===== src/rtl/ptimer_pkg.sv =====
package ptimer_pkg;

    typedef enum logic [2:0] {
        SRC_OFF      = 3'd0,
        SRC_CLK      = 3'd1,
        SRC_DIV8     = 3'd2,
        SRC_DIV64    = 3'd3,
        SRC_DIV256   = 3'd4,
        SRC_DIV1024  = 3'd5,
        SRC_EXT_FALL = 3'd6,
        SRC_EXT_RISE = 3'd7
    } src_e;

    typedef enum logic [1:0] {
        ACT_NONE   = 2'd0,
        ACT_TOGGLE = 2'd1,
        ACT_CLEAR  = 2'd2,
        ACT_SET    = 2'd3
    } act_e;

    localparam logic [2:0] ADR_CTRL    = 3'd0;
    localparam logic [2:0] ADR_CNT_LO  = 3'd1;
    localparam logic [2:0] ADR_CNT_HI  = 3'd2;
    localparam logic [2:0] ADR_CMPA_LO = 3'd3;
    localparam logic [2:0] ADR_CMPA_HI = 3'd4;
    localparam logic [2:0] ADR_CMPB_LO = 3'd5;
    localparam logic [2:0] ADR_CMPB_HI = 3'd6;
    localparam logic [2:0] ADR_FLAGS   = 3'd7;

    localparam int PRE_W = 10;

endpackage


===== src/rtl/ptimer_tick.sv =====
module ptimer_tick
    import ptimer_pkg::*;
#(
    parameter int SYNC_STAGES = 2
) (
    input  logic clk,
    input  logic rst_n,
    input  src_e src,
    input  logic ext_in,
    output logic tick
);

    logic [PRE_W-1:0]     pre_q;
    logic [SYNC_STAGES:0] sync_q;
    logic                 pre_run;
    logic                 pin_now;
    logic                 pin_old;

    always_comb begin
        pre_run = (src == SRC_DIV8) || (src == SRC_DIV64) ||
                  (src == SRC_DIV256) || (src == SRC_DIV1024);
    end

    always_ff @(posedge clk) begin
        if (!rst_n || !pre_run) begin
            pre_q <= '0;
        end else begin
            pre_q <= pre_q + 1'b1;
        end
    end

    always_ff @(posedge clk) begin
        if (!rst_n) begin
            sync_q <= '0;
        end else begin
            sync_q <= {sync_q[SYNC_STAGES-1:0], ext_in};
        end
    end

    assign pin_now = sync_q[SYNC_STAGES-1];
    assign pin_old = sync_q[SYNC_STAGES];

    always_comb begin
        unique case (src)
            SRC_OFF:      tick = 1'b0;
            SRC_CLK:      tick = 1'b1;
            SRC_DIV8:     tick = &pre_q[2:0];
            SRC_DIV64:    tick = &pre_q[5:0];
            SRC_DIV256:   tick = &pre_q[7:0];
            SRC_DIV1024:  tick = &pre_q[9:0];
            SRC_EXT_FALL: tick = pin_old & ~pin_now;
            SRC_EXT_RISE: tick = pin_now & ~pin_old;
            default:      tick = 1'b0;
        endcase
    end

endmodule


===== src/rtl/ptimer_cmp.sv =====
module ptimer_cmp
    import ptimer_pkg::*;
#(
    parameter int CNT_W = 16
) (
    input  logic             clk,
    input  logic             rst_n,
    input  logic             adv,
    input  logic [CNT_W-1:0] cnt_inc,
    input  logic [CNT_W-1:0] cmp_val,
    input  act_e             act,
    output logic             hit,
    output logic             pin
);

    always_comb begin
        hit = adv && (cnt_inc == cmp_val);
    end

    always_ff @(posedge clk) begin
        if (!rst_n) begin
            pin <= 1'b0;
        end else if (hit) begin
            unique case (act)
                ACT_NONE:   pin <= pin;
                ACT_TOGGLE: pin <= ~pin;
                ACT_CLEAR:  pin <= 1'b0;
                ACT_SET:    pin <= 1'b1;
                default:    pin <= pin;
            endcase
        end
    end

endmodule


===== src/rtl/ptimer_top.sv =====
module ptimer_top
    import ptimer_pkg::*;
#(
    parameter int CNT_W       = 16,
    parameter int SYNC_STAGES = 2
) (
    input  logic       clk,
    input  logic       rst_n,
    input  logic [2:0] bus_addr,
    input  logic       bus_wr,
    input  logic       bus_rd,
    input  logic [7:0] bus_wdata,
    output logic [7:0] bus_rdata,
    input  logic       ext_in,
    output logic       oc_a,
    output logic       oc_b,
    output logic [2:0] flags_o
);

    localparam int N_CMP = 2;
    localparam logic WIDE = (CNT_W > 8);
    localparam logic [CNT_W-1:0] ALL_ONES = {CNT_W{1'b1}};

    logic [6:0]                  ctrl_q;
    logic [CNT_W-1:0]            cnt_q;
    logic [7:0]                  tmp_q;
    logic [2:0]                  flg_q;
    logic [N_CMP-1:0][CNT_W-1:0] cmp_q;
    logic [N_CMP-1:0][1:0]       act_v;
    logic [N_CMP-1:0]            hit_v;
    logic [N_CMP-1:0]            pin_v;
    logic                        tick;
    logic                        cnt_wr;
    logic                        adv;
    logic [CNT_W-1:0]            cnt_inc;
    logic [15:0]                 word_pad;
    logic [CNT_W-1:0]            word_w;
    logic [15:0]                 cnt_pad;
    logic [N_CMP-1:0][15:0]      cmp_pad;
    logic [2:0]                  flg_set;
    logic [2:0]                  flg_clr;

    assign cnt_wr   = bus_wr && (bus_addr == ADR_CNT_LO);
    assign adv      = tick && !cnt_wr;
    assign cnt_inc  = cnt_q + 1'b1;
    assign word_pad = {tmp_q, bus_wdata};
    assign word_w   = word_pad[CNT_W-1:0];
    assign cnt_pad  = 16'(cnt_q);
    assign act_v    = {ctrl_q[6:5], ctrl_q[4:3]};

    ptimer_tick #(.SYNC_STAGES(SYNC_STAGES)) u_tick (
        .clk    (clk),
        .rst_n  (rst_n),
        .src    (src_e'(ctrl_q[2:0])),
        .ext_in (ext_in),
        .tick   (tick)
    );

    always_ff @(posedge clk) begin
        if (!rst_n) begin
            ctrl_q <= '0;
        end else if (bus_wr && bus_addr == ADR_CTRL) begin
            ctrl_q <= bus_wdata[6:0];
        end
    end

    always_ff @(posedge clk) begin
        if (!rst_n) begin
            tmp_q <= '0;
        end else if (bus_wr && (bus_addr == ADR_CNT_HI || bus_addr == ADR_CMPA_HI ||
                                bus_addr == ADR_CMPB_HI)) begin
            tmp_q <= bus_wdata;
        end else if (bus_rd && bus_addr == ADR_CNT_LO) begin
            tmp_q <= cnt_pad[15:8];
        end
    end

    always_ff @(posedge clk) begin
        if (!rst_n) begin
            cnt_q <= '0;
        end else if (cnt_wr) begin
            cnt_q <= word_w;
        end else if (tick) begin
            cnt_q <= cnt_inc;
        end
    end

    for (genvar i = 0; i < N_CMP; i++) begin : g_cmp
        localparam logic [2:0] LO_ADR = 3'(ADR_CMPA_LO + 2 * i);
        logic [CNT_W-1:0] cmp_r;

        always_ff @(posedge clk) begin
            if (!rst_n) begin
                cmp_r <= '0;
            end else if (bus_wr && bus_addr == LO_ADR) begin
                cmp_r <= word_w;
            end
        end

        assign cmp_q[i]   = cmp_r;
        assign cmp_pad[i] = 16'(cmp_r);

        ptimer_cmp #(.CNT_W(CNT_W)) u_cmp (
            .clk     (clk),
            .rst_n   (rst_n),
            .adv     (adv),
            .cnt_inc (cnt_inc),
            .cmp_val (cmp_r),
            .act     (act_e'(act_v[i])),
            .hit     (hit_v[i]),
            .pin     (pin_v[i])
        );
    end

    assign flg_set = {adv && (cnt_q == ALL_ONES), hit_v[1], hit_v[0]};
    assign flg_clr = (bus_wr && bus_addr == ADR_FLAGS) ? bus_wdata[2:0] : 3'b000;

    always_ff @(posedge clk) begin
        if (!rst_n) begin
            flg_q <= '0;
        end else begin
            flg_q <= (flg_q & ~flg_clr) | flg_set;
        end
    end

    always_comb begin
        unique case (bus_addr)
            ADR_CTRL:    bus_rdata = {1'b0, ctrl_q};
            ADR_CNT_LO:  bus_rdata = cnt_pad[7:0];
            ADR_CNT_HI:  bus_rdata = WIDE ? tmp_q : 8'h00;
            ADR_CMPA_LO: bus_rdata = cmp_pad[0][7:0];
            ADR_CMPA_HI: bus_rdata = cmp_pad[0][15:8];
            ADR_CMPB_LO: bus_rdata = cmp_pad[1][7:0];
            ADR_CMPB_HI: bus_rdata = cmp_pad[1][15:8];
            ADR_FLAGS:   bus_rdata = {5'b0, flg_q};
            default:     bus_rdata = 8'h00;
        endcase
    end

    assign oc_a    = pin_v[0];
    assign oc_b    = pin_v[1];
    assign flags_o = flg_q;

endmodule


===== config.mk =====
export PLATFORM = sky130hd
export DESIGN_NAME = ptimer_top
export DESIGN_NICKNAME = d
export VERILOG_FILES = /design/src/rtl/ptimer_pkg.sv /design/src/rtl/ptimer_tick.sv /design/src/rtl/ptimer_cmp.sv /design/src/rtl/ptimer_top.sv
export SDC_FILE = /design/constraint.sdc
export NUM_CORES = 1
export LEC_CHECK = 0
export ABC_AREA = 1
export CORE_MARGIN = 3
export CORE_UTILIZATION = 45
export DETAILED_ROUTE_END_ITERATION = 8
export GPL_TIMING_DRIVEN = 0
export PLACE_DENSITY = 0.68
export SYNTH_ARGS = -nofsm -noshare
export SYNTH_HDL_FRONTEND = slang
export SYNTH_SLANG_ARGS = --single-unit

===== constraint.sdc =====
create_clock -name clk -period 2.9 [get_ports clk]
set_input_delay 0.87 -clock clk [delete_from_list [all_inputs] [get_ports clk]]
set_output_delay 0.87 -clock clk [all_outputs]
set_load 0.05 [all_outputs]

* Word level (Yosys, flattened, before mapping)
Index checks and enable logic that the tools add are counted.
** Cells by class
- $add $sub $neg :: 2
- Equal/unequal tests :: 23
- Mux-type cells :: 9
- Bitwise gates (word level) :: 11
- Reduce and logical (&&, ||, !) cells :: 32
** Operator list (count)
- $pmux 8 s8 :: 1
- $eq 16x16->1 :: 2
- $mux 16 :: 2
- $eq 3x3->1 const B :: 8
- $add 16x1->16 const B :: 1
- $eq 16x16->1 const B :: 1
- $mux 8 :: 2
- $eq 3x2->1 const B :: 4
- $logic_and 1x1->1 :: 11
- $add 10x1->10 const B :: 1
- $reduce_and 10->1 :: 1
- $eq 2x2->1 const B :: 4
- $pmux 1 s8 :: 1
- $reduce_and 8->1 :: 1
- $eq 3x1->1 const B :: 2
- $logic_not 3->1 :: 2
- $logic_or 1x1->1 :: 6
- $not 1->1 :: 6
- $pmux 1 s3 :: 2
- $reduce_and 6->1 :: 1
- $eq 2x1->1 const B :: 2
- $logic_not 2->1 :: 2
- $reduce_and 2->1 :: 2
- $reduce_bool 2->1 :: 2
- 7 further kinds :: 10
** Word-level totals
- Logic and storage cells :: 87
- Output and inout port bits :: 13
- Flip-flop bits (word level) :: 81

* Depth between registers and ports, before layout
- Depth in word-level cells :: 6
- Gate-level depth with buffers :: 16

* Cells and area by module
From an unflattened synthesis, not the netlist that was laid out.
** Second synthesis, totals
- Cell total of the unflattened synthesis :: 776
- Area total of the unflattened synthesis :: 4964.8 um^2
** By module, submodules not included
- ptimer_top :: cells each 519, times used 1, area an instance 3554.7 um^2
- ptimer_cmp :: cells each 85, times used 2, area an instance 389.1 um^2
- ptimer_tick :: cells each 87, times used 1, area an instance 631.9 um^2

* Worst setup path before layout
Ideal clock, no wire load.
- Kind :: input -> output
- Start :: in bus_addr[0]
- End :: out bus_rdata[7]
- Buffers on the path :: 1
- Path slack :: -0.085 ns
- Stages :: 7
- Data arrival time :: 2.115 ns
- Cells stage by stage :: inv_1 > nor2_1 > nand2_1 > clkbuf_1 > o22ai_1 > a21oi_1 > o2111ai_1
** Between the ends
- Word-level cells in the longest chain between the ends :: 2
- Elaborated cells on any way between the ends :: 9
- Those cells by class :: eq/ne: 7; mux: 1; reduce/logical: 1
** RTL lines
- start, declared :: RTL line ptimer_top.sv:9 : input logic [2:0] bus_addr,
- $eq 3x3->1 (tied with other cells) :: RTL line ptimer_top.sv:127 : unique case (bus_addr)
- $pmux 8 s8 (*) :: RTL line ptimer_top.sv:127
- end, declared :: RTL line ptimer_top.sv:13 : output logic [7:0] bus_rdata,
Every way passes the cells marked *; elsewhere a longest branch is shown, timed or not.

* Final worst setup path
- Start :: in bus_addr[2]
- End :: out bus_rdata[1]
The elaborated chain is that of the path after synthesis.

==> impl_results.rst <==
.. list-table::
   :header-rows: 1

   * - Metric
     - Value
   * - Detailed-placement wirelength estimate
     - 14200 microns
   * - Via count
     - 5611
   * - Placeable core area
     - 10400 sq um
   * - Final-layout fill cell count
     - 1052
   * - Clock skew
     - 0.00720 ns
   * - P&R area growth vs syn
     - 17.4%
   * - Effective utilization at floorplan
     - 46.5%
   * - Combinational family with the most area after synthesis
     - simple AND/OR/NAND/NOR gates
   * - Clk root buf
     - sky130_fd_sc_hd__clkbuf_8
   * - Share of synthesized area occupied by flip-flops and latches
     - 33.6%
   * - Final routed wire length divided by cell count
     - 20.1 microns
   * - Synthesized flop and latch total
     - 81
   * - Initial detailed-routing violation count
     - 612
   * - Largest net degree at the start of global routing
     - 17
   * - Critical Path Start Type
     - primary input
   * - Die extent in y
     - 110 microns
   * - Total track usage
     - 32.9%
   * - Path depth of the worst reg2reg path
     - 15
   * - Simple-gate share of the synthesized area
     - 35.1%
   * - Cell with the largest stage delay on the worst path
     - sky130_fd_sc_hd__nor2_4
   * - Most common cell in the synthesized netlist
     - sky130_fd_sc_hd__nand2_1
   * - Number of enable flip-flop cells after synthesis
     - 0
   * - Post-layout worst setup margin
     - -0.0260 ns
   * - Post-synthesis area per instance
     - 6.28 sq um
   * - Ant. Diodes
     - 0
   * - Number of top-level design ports
     - 29
   * - Power per cell area
     - 449 nW/um^2
   * - Power share of the combinational group
     - 14.8%
   * - Synth Area in XOR/XNOR
     - 0.181%
   * - Dominant cell type by count on the critical path
     - sky130_fd_sc_hd__buf_4
   * - Setup repair after global routing missed its margin
     - yes
   * - Ranking of synthesized cells by area
     - sky130_fd_sc_hd__dfxtp_1, sky130_fd_sc_hd__nand2_1, sky130_fd_sc_hd__nand3_1
   * - Setup tns final
     - -0.0290 ns
   * - Post-synthesis cell type with the largest combined area
     - sky130_fd_sc_hd__dfxtp_1
   * - Highest attainable clock frequency
     - 0.342 GHz
   * - Clock tree from TritonCTS
     - built
   * - Standard-cell row count
     - 37
   * - Remaining Overflow, GRT
     - 0
   * - Number of levels the H-tree was split into
     - 3
   * - Peak VDD IR
     - 0.000338 V
   * - Post-synth net total
     - 787
   * - Net count, final
     - 829
   * - Clock latency on the worst-skew pair
     - 0.37 ns
   * - Share of total power in sequential cells
     - 46.4%
   * - Final weighted congestion in routability-driven placement
     - 1.00
   * - Arrival time of data at the critical path endpoint
     - 2.06 ns
   * - Final min period
     - 2.93 ns
   * - Fin Hold WS
     - 0.443 ns
   * - Startpoint of the lowest-slack hold path
     - u_tick.sync_q[0]$_SDFF_PN0_
   * - Leading register cell type out of synthesis
     - sky130_fd_sc_hd__dfxtp_1
   * - Number of remaining DRC errors
     - 0
   * - Delay contributed by the slowest stage of the critical path
     - 0.25 ns
   * - Sum of internal, switching and leakage power
     - 2.55 mW
   * - Transition time at the pin with the least slew margin
     - 0.923 ns
   * - Setup violation total in the final timing report
     - 3
   * - Share of the synthesized area in the top cell type
     - 33.6%
   * - Worst setup timing slack at the placement stage
     - -1.45 ns
   * - Largest fanout of any net on the critical path
     - 8
   * - Count of warnings emitted by yosys
     - 0
   * - Required time at the worst-slack endpoint
     - 2.03 ns
   * - Router iterations before antenna repair
     - 6
   * - Critical-path cell list
     - buf_4 -> inv_4 -> buf_4 -> nor2_4 -> a221oi_1 -> o211ai_1 -> buf_4
   * - Fraction of synthesized area in multiplexers
     - 0%
   * - Cells after synthesis
     - 768
   * - Critical path capture point type
     - output port
   * - Num Clock Sinks
     - 81
   * - Detailed-route vias per instance
     - 5.90
   * - Area enclosed by the die boundary
     - 12000 sq um
   * - Max-slew violation count
     - 0
   * - Wire length of the first global-routing pass
     - 28900 microns
   * - Complex-gate fraction of the synthesized area
     - 19.5%
   * - Number of endpoints with negative hold slack in the final report
     - 0
   * - Number of global-route vias before repair
     - 5276
   * - Number of antenna violations at the first check in global routing
     - 0
   * - Standby leakage power
     - 2.28 nW
   * - Post-route ant nets
     - 0
   * - Worst Hold Path Cells
     - 2
   * - Total detailed-routing wirelength
     - 19100 microns
   * - Fraction of the cycle the final worst path needs
     - 101%
   * - Worst Hold Class
     - reg2reg
   * - Status
     - finished with violations
   * - Most common library cells after synthesis
     - sky130_fd_sc_hd__nand2_1, sky130_fd_sc_hd__inv_1, sky130_fd_sc_hd__nand3_1
   * - Netlist area before placement
     - 4830 sq um
   * - Switch share
     - 30.7%
   * - CTS max path bufs
     - 2
   * - Startpoint of the worst setup timing path
     - bus_addr[2]
   * - Power spent charging and discharging nets
     - 0.781 mW
   * - R2r startpoint
     - cnt_pad[0]$_SDFFE_PN0P_
   * - Clock-pin slew on the worst setup and hold paths
     - 0.09 ns
   * - Quantity of I/O buffers inserted on ports
     - 26
   * - Violated checks
     - negative setup slack
   * - Internal cell power
     - 1.77 mW
   * - Classification of the worst setup path
     - in2out
   * - Adder and majority cell fraction of the synthesized area
     - 0.778%
   * - Unique cell type count in the Yosys netlist
     - 31
   * - Clk pwr share
     - 38.8%
   * - Share of layout cells above drive strength 1
     - 10.8%
   * - Clock buffer count from CTS
     - 9
   * - Max-Slew Margin vs Limit
     - 38.5%
   * - Proportion of synthesized flip-flops having asynchronous set or reset
     - 0%
   * - Die span in x
     - 110 microns
   * - Max-cap violation count
     - 0
-- kinds of logic after synthesis --
logic type,after synthesis
buffers and inverters,137
AOI/OAI and AO/OA,168
adders and majority gates,3
xor gates and xnor gates,1
and+or+nand+nor,378
DFF,81
-- per-layer routing --
layer / up-vias / track usage (%) / part of all wire [%]
met1: 2585 / 44.1 / 40
met2: 311 / 51.5 / 45
met3: 66 / 4.64 / 10
met5: - / 0 / 0
li1: 2649 / - / -
met4: 0 / 16.8 / 4.9
-- path summary, 6_finish.rpt --
kind | to | slack, ns
setup reg to reg | g_cmp[0].u_cmp.pin$_SDFFE_PN0P_ | 0.25
hold reg to reg | u_tick.sync_q[1]$_SDFF_PN0_ | 0.44
hold / removal | u_tick.sync_q[1]$_SDFF_PN0_ | 0.44
setup / recovery | bus_rdata[1] | -0.03
-- sequential cells by signal (all words and copies together), names as in the netlist --
register	count
g_cmp.cmp_r	32
g_cmp.u_cmp.pin	2
u_tick.sync_q	3
flags_o	3
u_tick.pre_q	10
tmp_q	8
cnt_pad	16
ctrl_q	7
-- power groups by stage --
stage,logic [mW],clock network [mW],registers (mW)
6_report,0.376,0.988,1.18
5_1_grt,0.406,1.04,1.19
4_1_cts,0.357,1.01,1.18
3_5_place_dp,0.341,0,1.21
3_3_place_gp,0.338,0,1.21
2_1_floorplan,0.204,0,1.20
-- critical path, delay by kind of cell --
family,cells,cell delay [ns]
buffers and inverters,4,0.63
AOI/OAI and AO/OA,2,0.30
and+or+nand+nor,1,0.25
-- cell type report --
type	instances	area [sq um]	share of cell area (%)
Buffer	22	93.8	1.66
Clock buffer	9	124	2.19
Clock inverter	7	108	1.90
Inverter	114	444	7.84
Multi-Input combinational cell	550	2820	49.8
Sequential cell	81	1620	28.6
Tap cell	136	170	3.00
Timing Repair Buffer	32	282	4.97
-- cells in the final DEF (no fill, tap or decap), types with 3 or more instances in the layout --
cell type | synthesis | routed
sky130_fd_sc_hd__a21oi_1 | 64 | 57
sky130_fd_sc_hd__a21oi_2 | 0 | 7
sky130_fd_sc_hd__a31oi_1 | 16 | 16
sky130_fd_sc_hd__buf_2 | 3 | 3
sky130_fd_sc_hd__buf_4 | 0 | 16
sky130_fd_sc_hd__clkbuf_1 | 19 | 18
sky130_fd_sc_hd__clkbuf_8 | 0 | 9
sky130_fd_sc_hd__clkdlybuf4s50_1 | 0 | 15
sky130_fd_sc_hd__dfxtp_1 | 81 | 81
sky130_fd_sc_hd__ha_1 | 3 | 3
sky130_fd_sc_hd__inv_1 | 112 | 103
sky130_fd_sc_hd__inv_2 | 1 | 4
sky130_fd_sc_hd__inv_4 | 0 | 5
sky130_fd_sc_hd__nand2_1 | 183 | 181
sky130_fd_sc_hd__nand2_2 | 6 | 6
sky130_fd_sc_hd__nand3_1 | 96 | 96
sky130_fd_sc_hd__nand4_1 | 10 | 10
sky130_fd_sc_hd__nor2_1 | 56 | 51
sky130_fd_sc_hd__nor2_2 | 5 | 5
sky130_fd_sc_hd__nor2_4 | 3 | 8
sky130_fd_sc_hd__nor3_1 | 11 | 9
sky130_fd_sc_hd__o211ai_1 | 8 | 8
sky130_fd_sc_hd__o21ai_0 | 54 | 54
sky130_fd_sc_hd__o221ai_1 | 7 | 7
sky130_fd_sc_hd__o22ai_1 | 15 | 11
sky130_fd_sc_hd__o22ai_2 | 0 | 4
-- repair_timing --
action,in CTS,in global routing
setup buffers,5,1
resized for setup,96,16
hold buffers,0,0
endpoints found under the setup margin,10,8
pin swaps,6,4
-- stage by stage --
step / cell area (sq um) / instances / utilization (%)
after detailed placement: 5260 / 930 / 50.8
after global routing: 5670 / 951 / 54.6
after CTS: 5600 / 951 / 54.0
after floorplan: 4830 / 768 / -
after global placement: 5260 / 930 / 50.8
final: 5670 / 951 / 54.6
No activity file was read; power rests on OpenSTA's default activity.
